--- src/rtl/cfgpg_pkg.sv ---
package cfgpg_pkg;
    typedef enum logic {
        TRIP_IDLE    = 1'b0,
        TRIP_LATCHED = 1'b1
    } trip_state_t;

    function automatic int unsigned addr_bits(input int unsigned n);
        return (n > 1) ? $clog2(n) : 1;
    endfunction
endpackage

--- src/rtl/cfgpg_bank.sv ---
module cfgpg_bank #(
    parameter int NUM_REGS = 8,
    parameter int DATA_W   = 16,
    parameter int ADDR_W   = 3
) (
    input  logic                             clk,
    input  logic                             rst_n,
    input  logic                             wr_en,
    input  logic [ADDR_W-1:0]                wr_addr,
    input  logic [DATA_W-1:0]                wr_data,
    input  logic                             inj_en,
    input  logic [ADDR_W-1:0]                inj_addr,
    output logic [NUM_REGS-1:0][DATA_W-1:0]  data_o,
    output logic [NUM_REGS-1:0]              par_o
);
    typedef struct packed {
        logic [NUM_REGS-1:0][DATA_W-1:0] data;
        logic [NUM_REGS-1:0]             par;
    } bank_t;

    bank_t st_d, st_q;

    always_comb begin
        st_d = st_q;
        // Test flip first, so a write to the same word overrides it.
        if (inj_en && (int'(inj_addr) < NUM_REGS)) begin
            st_d.par[inj_addr] = ~st_q.par[inj_addr];
        end
        if (wr_en && (int'(wr_addr) < NUM_REGS)) begin
            st_d.data[wr_addr] = wr_data;
            st_d.par[wr_addr]  = ^wr_data;
        end
    end

    always_ff @(posedge clk or negedge rst_n) begin
        if (!rst_n) begin
            st_q <= '0;
        end else begin
            st_q <= st_d;
        end
    end

    assign data_o = st_q.data;
    assign par_o  = st_q.par;
endmodule

--- src/rtl/cfgpg_scrub.sv ---
module cfgpg_scrub #(
    parameter int NUM_REGS = 8,
    parameter int DATA_W   = 16,
    parameter int ADDR_W   = 3
) (
    input  logic                             clk,
    input  logic                             rst_n,
    input  logic [NUM_REGS-1:0][DATA_W-1:0]  data_i,
    input  logic [NUM_REGS-1:0]              par_i,
    input  logic                             wr_en,
    input  logic [ADDR_W-1:0]                wr_addr,
    output logic [NUM_REGS-1:0]              err_o
);
    localparam logic [ADDR_W-1:0] LAST = ADDR_W'(NUM_REGS - 1);

    typedef struct packed {
        logic [ADDR_W-1:0]   ptr;
        logic [NUM_REGS-1:0] err;
    } scrub_t;

    scrub_t st_d, st_q;
    logic   bad;

    always_comb begin
        bad  = (^data_i[st_q.ptr]) ^ par_i[st_q.ptr];
        st_d = st_q;
        st_d.ptr = (st_q.ptr == LAST) ? '0 : st_q.ptr + 1'b1;
        st_d.err[st_q.ptr] = bad;
        // A rewrite recomputes parity, so its flag clears at once.
        if (wr_en && (int'(wr_addr) < NUM_REGS)) begin
            st_d.err[wr_addr] = 1'b0;
        end
    end

    always_ff @(posedge clk or negedge rst_n) begin
        if (!rst_n) begin
            st_q <= '0;
        end else begin
            st_q <= st_d;
        end
    end

    assign err_o = st_q.err;
endmodule

--- src/rtl/cfgpg_react.sv ---
module cfgpg_react
    import cfgpg_pkg::*;
#(
    parameter bit DRIVE_FLT = 1'b1
) (
    input  logic clk,
    input  logic rst_n,
    input  logic fault_i,
    input  logic trip_ack,
    output logic core_hold,
    output logic rdy_rst_n,
    output logic flt_n,
    output logic beat_en,
    output logic trip_req
);
    typedef struct packed {
        trip_state_t trip;
    } react_t;

    react_t st_d, st_q;

    always_comb begin
        st_d = st_q;
        if (fault_i) begin
            st_d.trip = TRIP_LATCHED;
        end else if (trip_ack) begin
            st_d.trip = TRIP_IDLE;
        end
    end

    always_ff @(posedge clk or negedge rst_n) begin
        if (!rst_n) begin
            st_q <= '{trip: TRIP_IDLE};
        end else begin
            st_q <= st_d;
        end
    end

    assign core_hold = fault_i;
    assign rdy_rst_n = ~fault_i;
    assign beat_en   = ~fault_i;
    assign trip_req  = (st_q.trip == TRIP_LATCHED);

    generate
        if (DRIVE_FLT) begin : g_flt
            assign flt_n = ~fault_i;
        end else begin : g_noflt
            assign flt_n = 1'b1;
        end
    endgenerate
endmodule

--- src/rtl/cfg_parity_guard.sv ---
module cfg_parity_guard
    import cfgpg_pkg::*;
#(
    parameter int NUM_REGS  = 8,
    parameter int DATA_W    = 16,
    parameter bit DRIVE_FLT = 1'b1,
    parameter int ADDR_W    = addr_bits(NUM_REGS)
) (
    input  logic              clk,
    input  logic              rst_n,
    input  logic              wr_en,
    input  logic [ADDR_W-1:0] wr_addr,
    input  logic [DATA_W-1:0] wr_data,
    input  logic [ADDR_W-1:0] rd_addr,
    output logic [DATA_W-1:0] rd_data,
    input  logic              inj_en,
    input  logic [ADDR_W-1:0] inj_addr,
    input  logic              trip_ack,
    output logic              core_hold,
    output logic              rdy_rst_n,
    output logic              flt_n,
    output logic              beat_en,
    output logic              trip_req
);
    logic [NUM_REGS-1:0][DATA_W-1:0] data_w;
    logic [NUM_REGS-1:0]             par_w;
    logic [NUM_REGS-1:0]             err_w;
    logic                            fault_w;

    cfgpg_bank #(.NUM_REGS(NUM_REGS), .DATA_W(DATA_W), .ADDR_W(ADDR_W)) bank_i (
        .clk(clk), .rst_n(rst_n),
        .wr_en(wr_en), .wr_addr(wr_addr), .wr_data(wr_data),
        .inj_en(inj_en), .inj_addr(inj_addr),
        .data_o(data_w), .par_o(par_w)
    );

    cfgpg_scrub #(.NUM_REGS(NUM_REGS), .DATA_W(DATA_W), .ADDR_W(ADDR_W)) scrub_i (
        .clk(clk), .rst_n(rst_n),
        .data_i(data_w), .par_i(par_w),
        .wr_en(wr_en), .wr_addr(wr_addr),
        .err_o(err_w)
    );

    assign fault_w = |err_w;

    cfgpg_react #(.DRIVE_FLT(DRIVE_FLT)) react_i (
        .clk(clk), .rst_n(rst_n),
        .fault_i(fault_w), .trip_ack(trip_ack),
        .core_hold(core_hold), .rdy_rst_n(rdy_rst_n), .flt_n(flt_n),
        .beat_en(beat_en), .trip_req(trip_req)
    );

    assign rd_data = (int'(rd_addr) < NUM_REGS) ? data_w[rd_addr] : '0;
endmodule

--- config.mk ---
export PLATFORM = sky130hd
export DESIGN_NAME = cfg_parity_guard
export DESIGN_NICKNAME = d
export VERILOG_FILES = /design/src/rtl/cfgpg_pkg.sv /design/src/rtl/cfgpg_bank.sv /design/src/rtl/cfgpg_scrub.sv /design/src/rtl/cfgpg_react.sv /design/src/rtl/cfg_parity_guard.sv
export SDC_FILE = /design/constraint.sdc
export NUM_CORES = 1
export LEC_CHECK = 0
export BUFFER_PORTS_ARGS = -buffer_cell sky130_fd_sc_hd__clkbuf_2
export CORE_MARGIN = 3
export CORE_UTILIZATION = 30
export CTS_BUF_LIST = sky130_fd_sc_hd__clkbuf_16
export DETAILED_ROUTE_END_ITERATION = 8
export MAX_ROUTING_LAYER = met4
export PLACE_DENSITY_LB_ADDON = 0.25
export SYNTH_ARGS = -nofsm -noshare
export SYNTH_HDL_FRONTEND = slang
export SYNTH_SLANG_ARGS = --single-unit
--- constraint.sdc ---
create_clock -name clk -period 6.7 [get_ports clk]
set_input_delay 0.335 -clock clk [delete_from_list [all_inputs] [get_ports clk]]
set_output_delay 0.335 -clock clk [all_outputs]
set_load 0.01 [all_outputs]
# == Word level (Yosys, flattened, before mapping) ==
# Cells that the tools add are included.
# word_totals
ff_bits,148
in_bits,30
output_inout_bits,21
word_cells,59
# classes
n_addsub,1
order_cmp,7
n_eq_ne,1
mux,26
bitwise,5
reduce_logical,7
# ops
operator,count
$bwmux W128,1
$bmux W16 S3,2
$demux W16 S3,1
$mux W16,3
$reduce_xor A16 Y1,2
$bwmux W8,3
$mux W8,3
$lt A3 B4 Y1 const B,4
$demux W1 S3,3
$ge A3 B1 Y1 const B,3
$and A8 B8 Y8,1
$not A8 Y8,1
$reduce_or A8 Y1,1
$mux W1,7
$bmux W1 S3,2
$add A3 B1 Y3 const B,1
$eq A3 B3 Y1 const B,1
$logic_and A1 B1 Y1,3
$mux W3,1
$not A1 Y1,2
$reduce_bool A2 Y1,1
$xor A1 B1 Y1,1

# == Logic depth before layout (Yosys ltp) ==
# logic_depth
depth_word,8
ltp_mapped,11
ltp_nobuf,8

# == By module ==
# Synthesis repeated with hierarchy kept, for this count alone.
# unflattened
hier_cells,636
area_unflattened_um2,8595.7
# modules_own_cells
mod,instances,cells_each,area_per_inst_um2,seq_area_each_um2
cfgpg_bank,1,354,5527.8,3403.3
cfgpg_scrub,1,215,1916.8,275.3
cfg_parity_guard,1,60,1087.3,0.0
cfgpg_react,1,7,63.8,25.0

# == Least setup slack after synthesis ==
# No wires, ideal clock.
# synth_path
kind,register -> register
from,register scrub_i.st_q[8] (netlist bit)
to,register scrub_i.st_q (netlist bit scrub_i.err_o[1])
setup_ns,0.096
arrival_ns,2.292
required_ns,6.604
path_slack_ns,4.312
stages_incl_launch_ff,10
path_buffers,1
period_less_slack_ns,2.388
path_cell_list,dfrtp_1 > buf_6 > mux4_1 > xor2_1 > mux2i_1 > xnor2_1 > xnor2_1 > xnor2_1 > xnor2_2 > a311oi_2
# synth_lines
item,line,text
"start, declared",cfgpg_scrub.sv:21,"scrub_t st_d, st_q;"
"start signal, assigned",cfgpg_scrub.sv:39,st_q <= st_d;

==> impl_metrics.ini <==
[run_status]
status = finished clean

[worst_setup_path]
cp_num_buf_inv = 0
critPathMaxStageDelay_ps = 980
path_max_fanout = 39
timing.rr.end = scrub_i.err_o[1]
end_kind = flip-flop
reg2reg_from = scrub_i.st_q[8]
start_kind = flip-flop
worstPathCellList = mux4_1, xor2_1, mux2i_1, xnor2_1, xnor2_1, xnor2_1, xnor2_2, a311oi_2
path_common_cell = xnor2_1
worst-r2r-setup-slack_ps = 3520
crit_family = XOR/XNOR gates
ff2ff_path_depth = 8
critical-path-slowest-cell = dfrtp_2
cp_data_required_time_ps = 6940
path_class = reg2reg
cp.arrival_ps = 3420

[synth]
synth_top_family_by_area = multiplexers
muxShareOfSynthArea_pct = 37.9
seq_area_frac_synth_pct = 45.4
synth_warnings = 0
synth_area_leaders = dfrtp_1, mux2_2, mux4_2
synth_xor_area_share_pct = 6.97
yosys.cell_types.count = 35
synth.largest_area_cell = dfrtp_1
synthCells = 579
synth_fa_ha_area_share_pct = 0.307
synth_nets = 611
syn_area_um2 = 8160
synth-compound-area-share_pct = 2.45
synth_top_area_share_pct = 45.4
synth.avg_cell_area_um2 = 14.1
ys_ff_latch = 148
synth-simple-area-share_pct = 3.67

[final_layout]
n_antenna_cell = 0
final_cell_mix = dfrtp_1, mux2_2, mux4_2, clkbuf_2, xnor2_1
syn2layout_area_growth_pct = 13.9
final_common_cell = dfrtp_1
fin_area_um2 = 9290
drive_above_1_share_pct = 47.2
layout.nets = 638

[clock_network]
clock_sinks = 148
cts_buffer_depth = 2
cts_tree = done
cts_buffers = 17
cts_setup_buffers = 0
cts_root_buffer = clkbuf_16
clk_latency_ps = 430
cts.clk_slew.worst_paths_ps = 60
htreeDepth = 4

[routing]
drt_iter0_markers = 232
ant_nets = 0
vias_per_cell = 5.16
wire_per_inst_um = 21.2
firstDrtPassIters = 4
num_vias = 4908
wl_um = 20200
drc = 0

[die]
coreArea_um2 = 26400
die_h_um = 171
initial_core_util_pct = 30.9
row_count = 59
dieArea_um2 = 29200
die-width_um = 171
ioPinCount = 51

[grt]
track_usage_pct = 15.1
grt.busiest_layer = met2
antenna_found_initial = 0
grt_max_degree = 79
met2_usage_pct = 23.5
use_met3_pct = 2.52
grt_pass1_vias = 5450
grt_overflow_total = 0
grtUsageMet1_pct = 20.7
grt_pass1_wl_um = 32400

[placement]
hpwl_um = 12800
placed_cell_area_um2 = 8690
post-place-ws_ps = 3500
port-buffer-count = 50
place.gp.congestion = 0.763

[timing]
hold_violations = 0
rsz0062_at_grt = false
final.setup_skew_ps = 11.7
fin_crit_ps = 3180
slew_viol_final = 0
fin_crit_sh_pct = 47.4
fin_setup_tns_ps = 0
tightest_slew_ps = 1070
slew_headroom_pct = 28.9
fmax_mhz = 315
layout_setup_ws_ps = 3520
setup_viol = 0
whs_ps = 111

[worst_hold_path]
hp-class = in2reg
whs_endpoint = react_i.trip_req
hp-start = trip_ack
min_path_cells = 2

[power_and_ir_drop]
leakagePower_nw = 3.77
power.density_nw_per_um2 = 345
vdd_drop_max_mv = 0.237

[run]
cap_violations = 0
[Yosys cell counts]
cell type / instances
a31oi_1: 1
nand2_1: 11
xnor2_1: 45
mux2_2: 145
a211oi_1: 3
clkbuf_1: 28
and3_1: 3
buf_4: 5
mux2i_1: 13
nand4b_1: 4
or2_2: 1
buf_6: 3
a21oi_1: 12
mux4_2: 49
buf_2: 4
dfrtp_1: 148
or4_1: 2
xor2_1: 18
ha_1: 2
o221ai_2: 1
a311oi_2: 1
nor2b_1: 1
mux4_1: 8
nand4_1: 2
buf_1: 15
nor3_1: 5
nand2b_1: 3
a311oi_1: 1
nor3b_1: 7
o21ai_0: 12
xnor2_2: 1
o22ai_1: 2
nor2_1: 18
mux2_4: 1
inv_1: 4
[stage by stage]
stage          std cells  power (mW)  utilization (%)
6_report             952        3.20             35.3
3_5_place_dp         921        2.25             33.0
3_3_place_gp         921        2.22             33.0
5_1_grt              952        3.39             35.3
4_1_cts              952        3.24             35.3
2_1_floorplan        579        1.99                -
[registers in the layout, summed over array words and instances (netlist names)]
signal / count
react_i.trip_req: 1
scrub_i.err_o: 8
scrub_i.st_q: 3
bank_i.par_o: 8
bank_i.data_o: 128
[cells by family after synthesis]
logic type | count (synthesis)
xor+xnor | 64
compound gates | 33
mux | 216
buf+inv | 59
simple gates | 57
fa+ha+maj | 2
flops | 148
[routing by layer]
| layer | wire length, um | share of wire (%) | vias up |
|---|---|---|---|
| met5 | 0 | 0 | - |
| met1 | 9780 | 48 | 2610 |
| met3 | 654 | 3.2 | 12 |
| met2 | 9680 | 48 | 90 |
| met4 | 105 | 0.52 | 0 |
| li1 | - | - | 2196 |
[final cells by class]
class / count / area, um2
Sequential cell: 148 / 3700
Fill cell: 2480 / 17100
Tap cell: 335 / 419
Clock buffer: 17 / 425
Multi-Input combinational cell: 372 / 4200
Timing Repair Buffer: 63 / 357
Inverter: 4 / 15.0
Clock inverter: 13 / 166
[power breakdown]
part	internal [mW]	switching [mW]
combinational	0.533	0.399
sequential	1.11	0.181
clock	0.611	0.365
[worst max-delay path by stage]
stage / from / end / cells after the start / slack, ps
CTS: scrub_i.st_q[8] / scrub_i.err_o[1] / 8 / 3500
global route: scrub_i.st_q[8] / scrub_i.err_o[1] / 8 / 3240
global placement: scrub_i.st_q[8] / scrub_i.err_o[1] / 8 / 3600
detailed placement: scrub_i.st_q[8] / scrub_i.err_o[1] / 8 / 3500
finish: scrub_i.st_q[8] / scrub_i.err_o[1] / 8 / 3520
floorplan: scrub_i.st_q[8] / scrub_i.err_o[1] / 9 / 4310
[timing repair]
item                                   CTS  global route
resized for setup                        0             0
hold buffers                             1             0
endpoints found under the hold margin   70             0
Power figures use the tool's default switching activity.
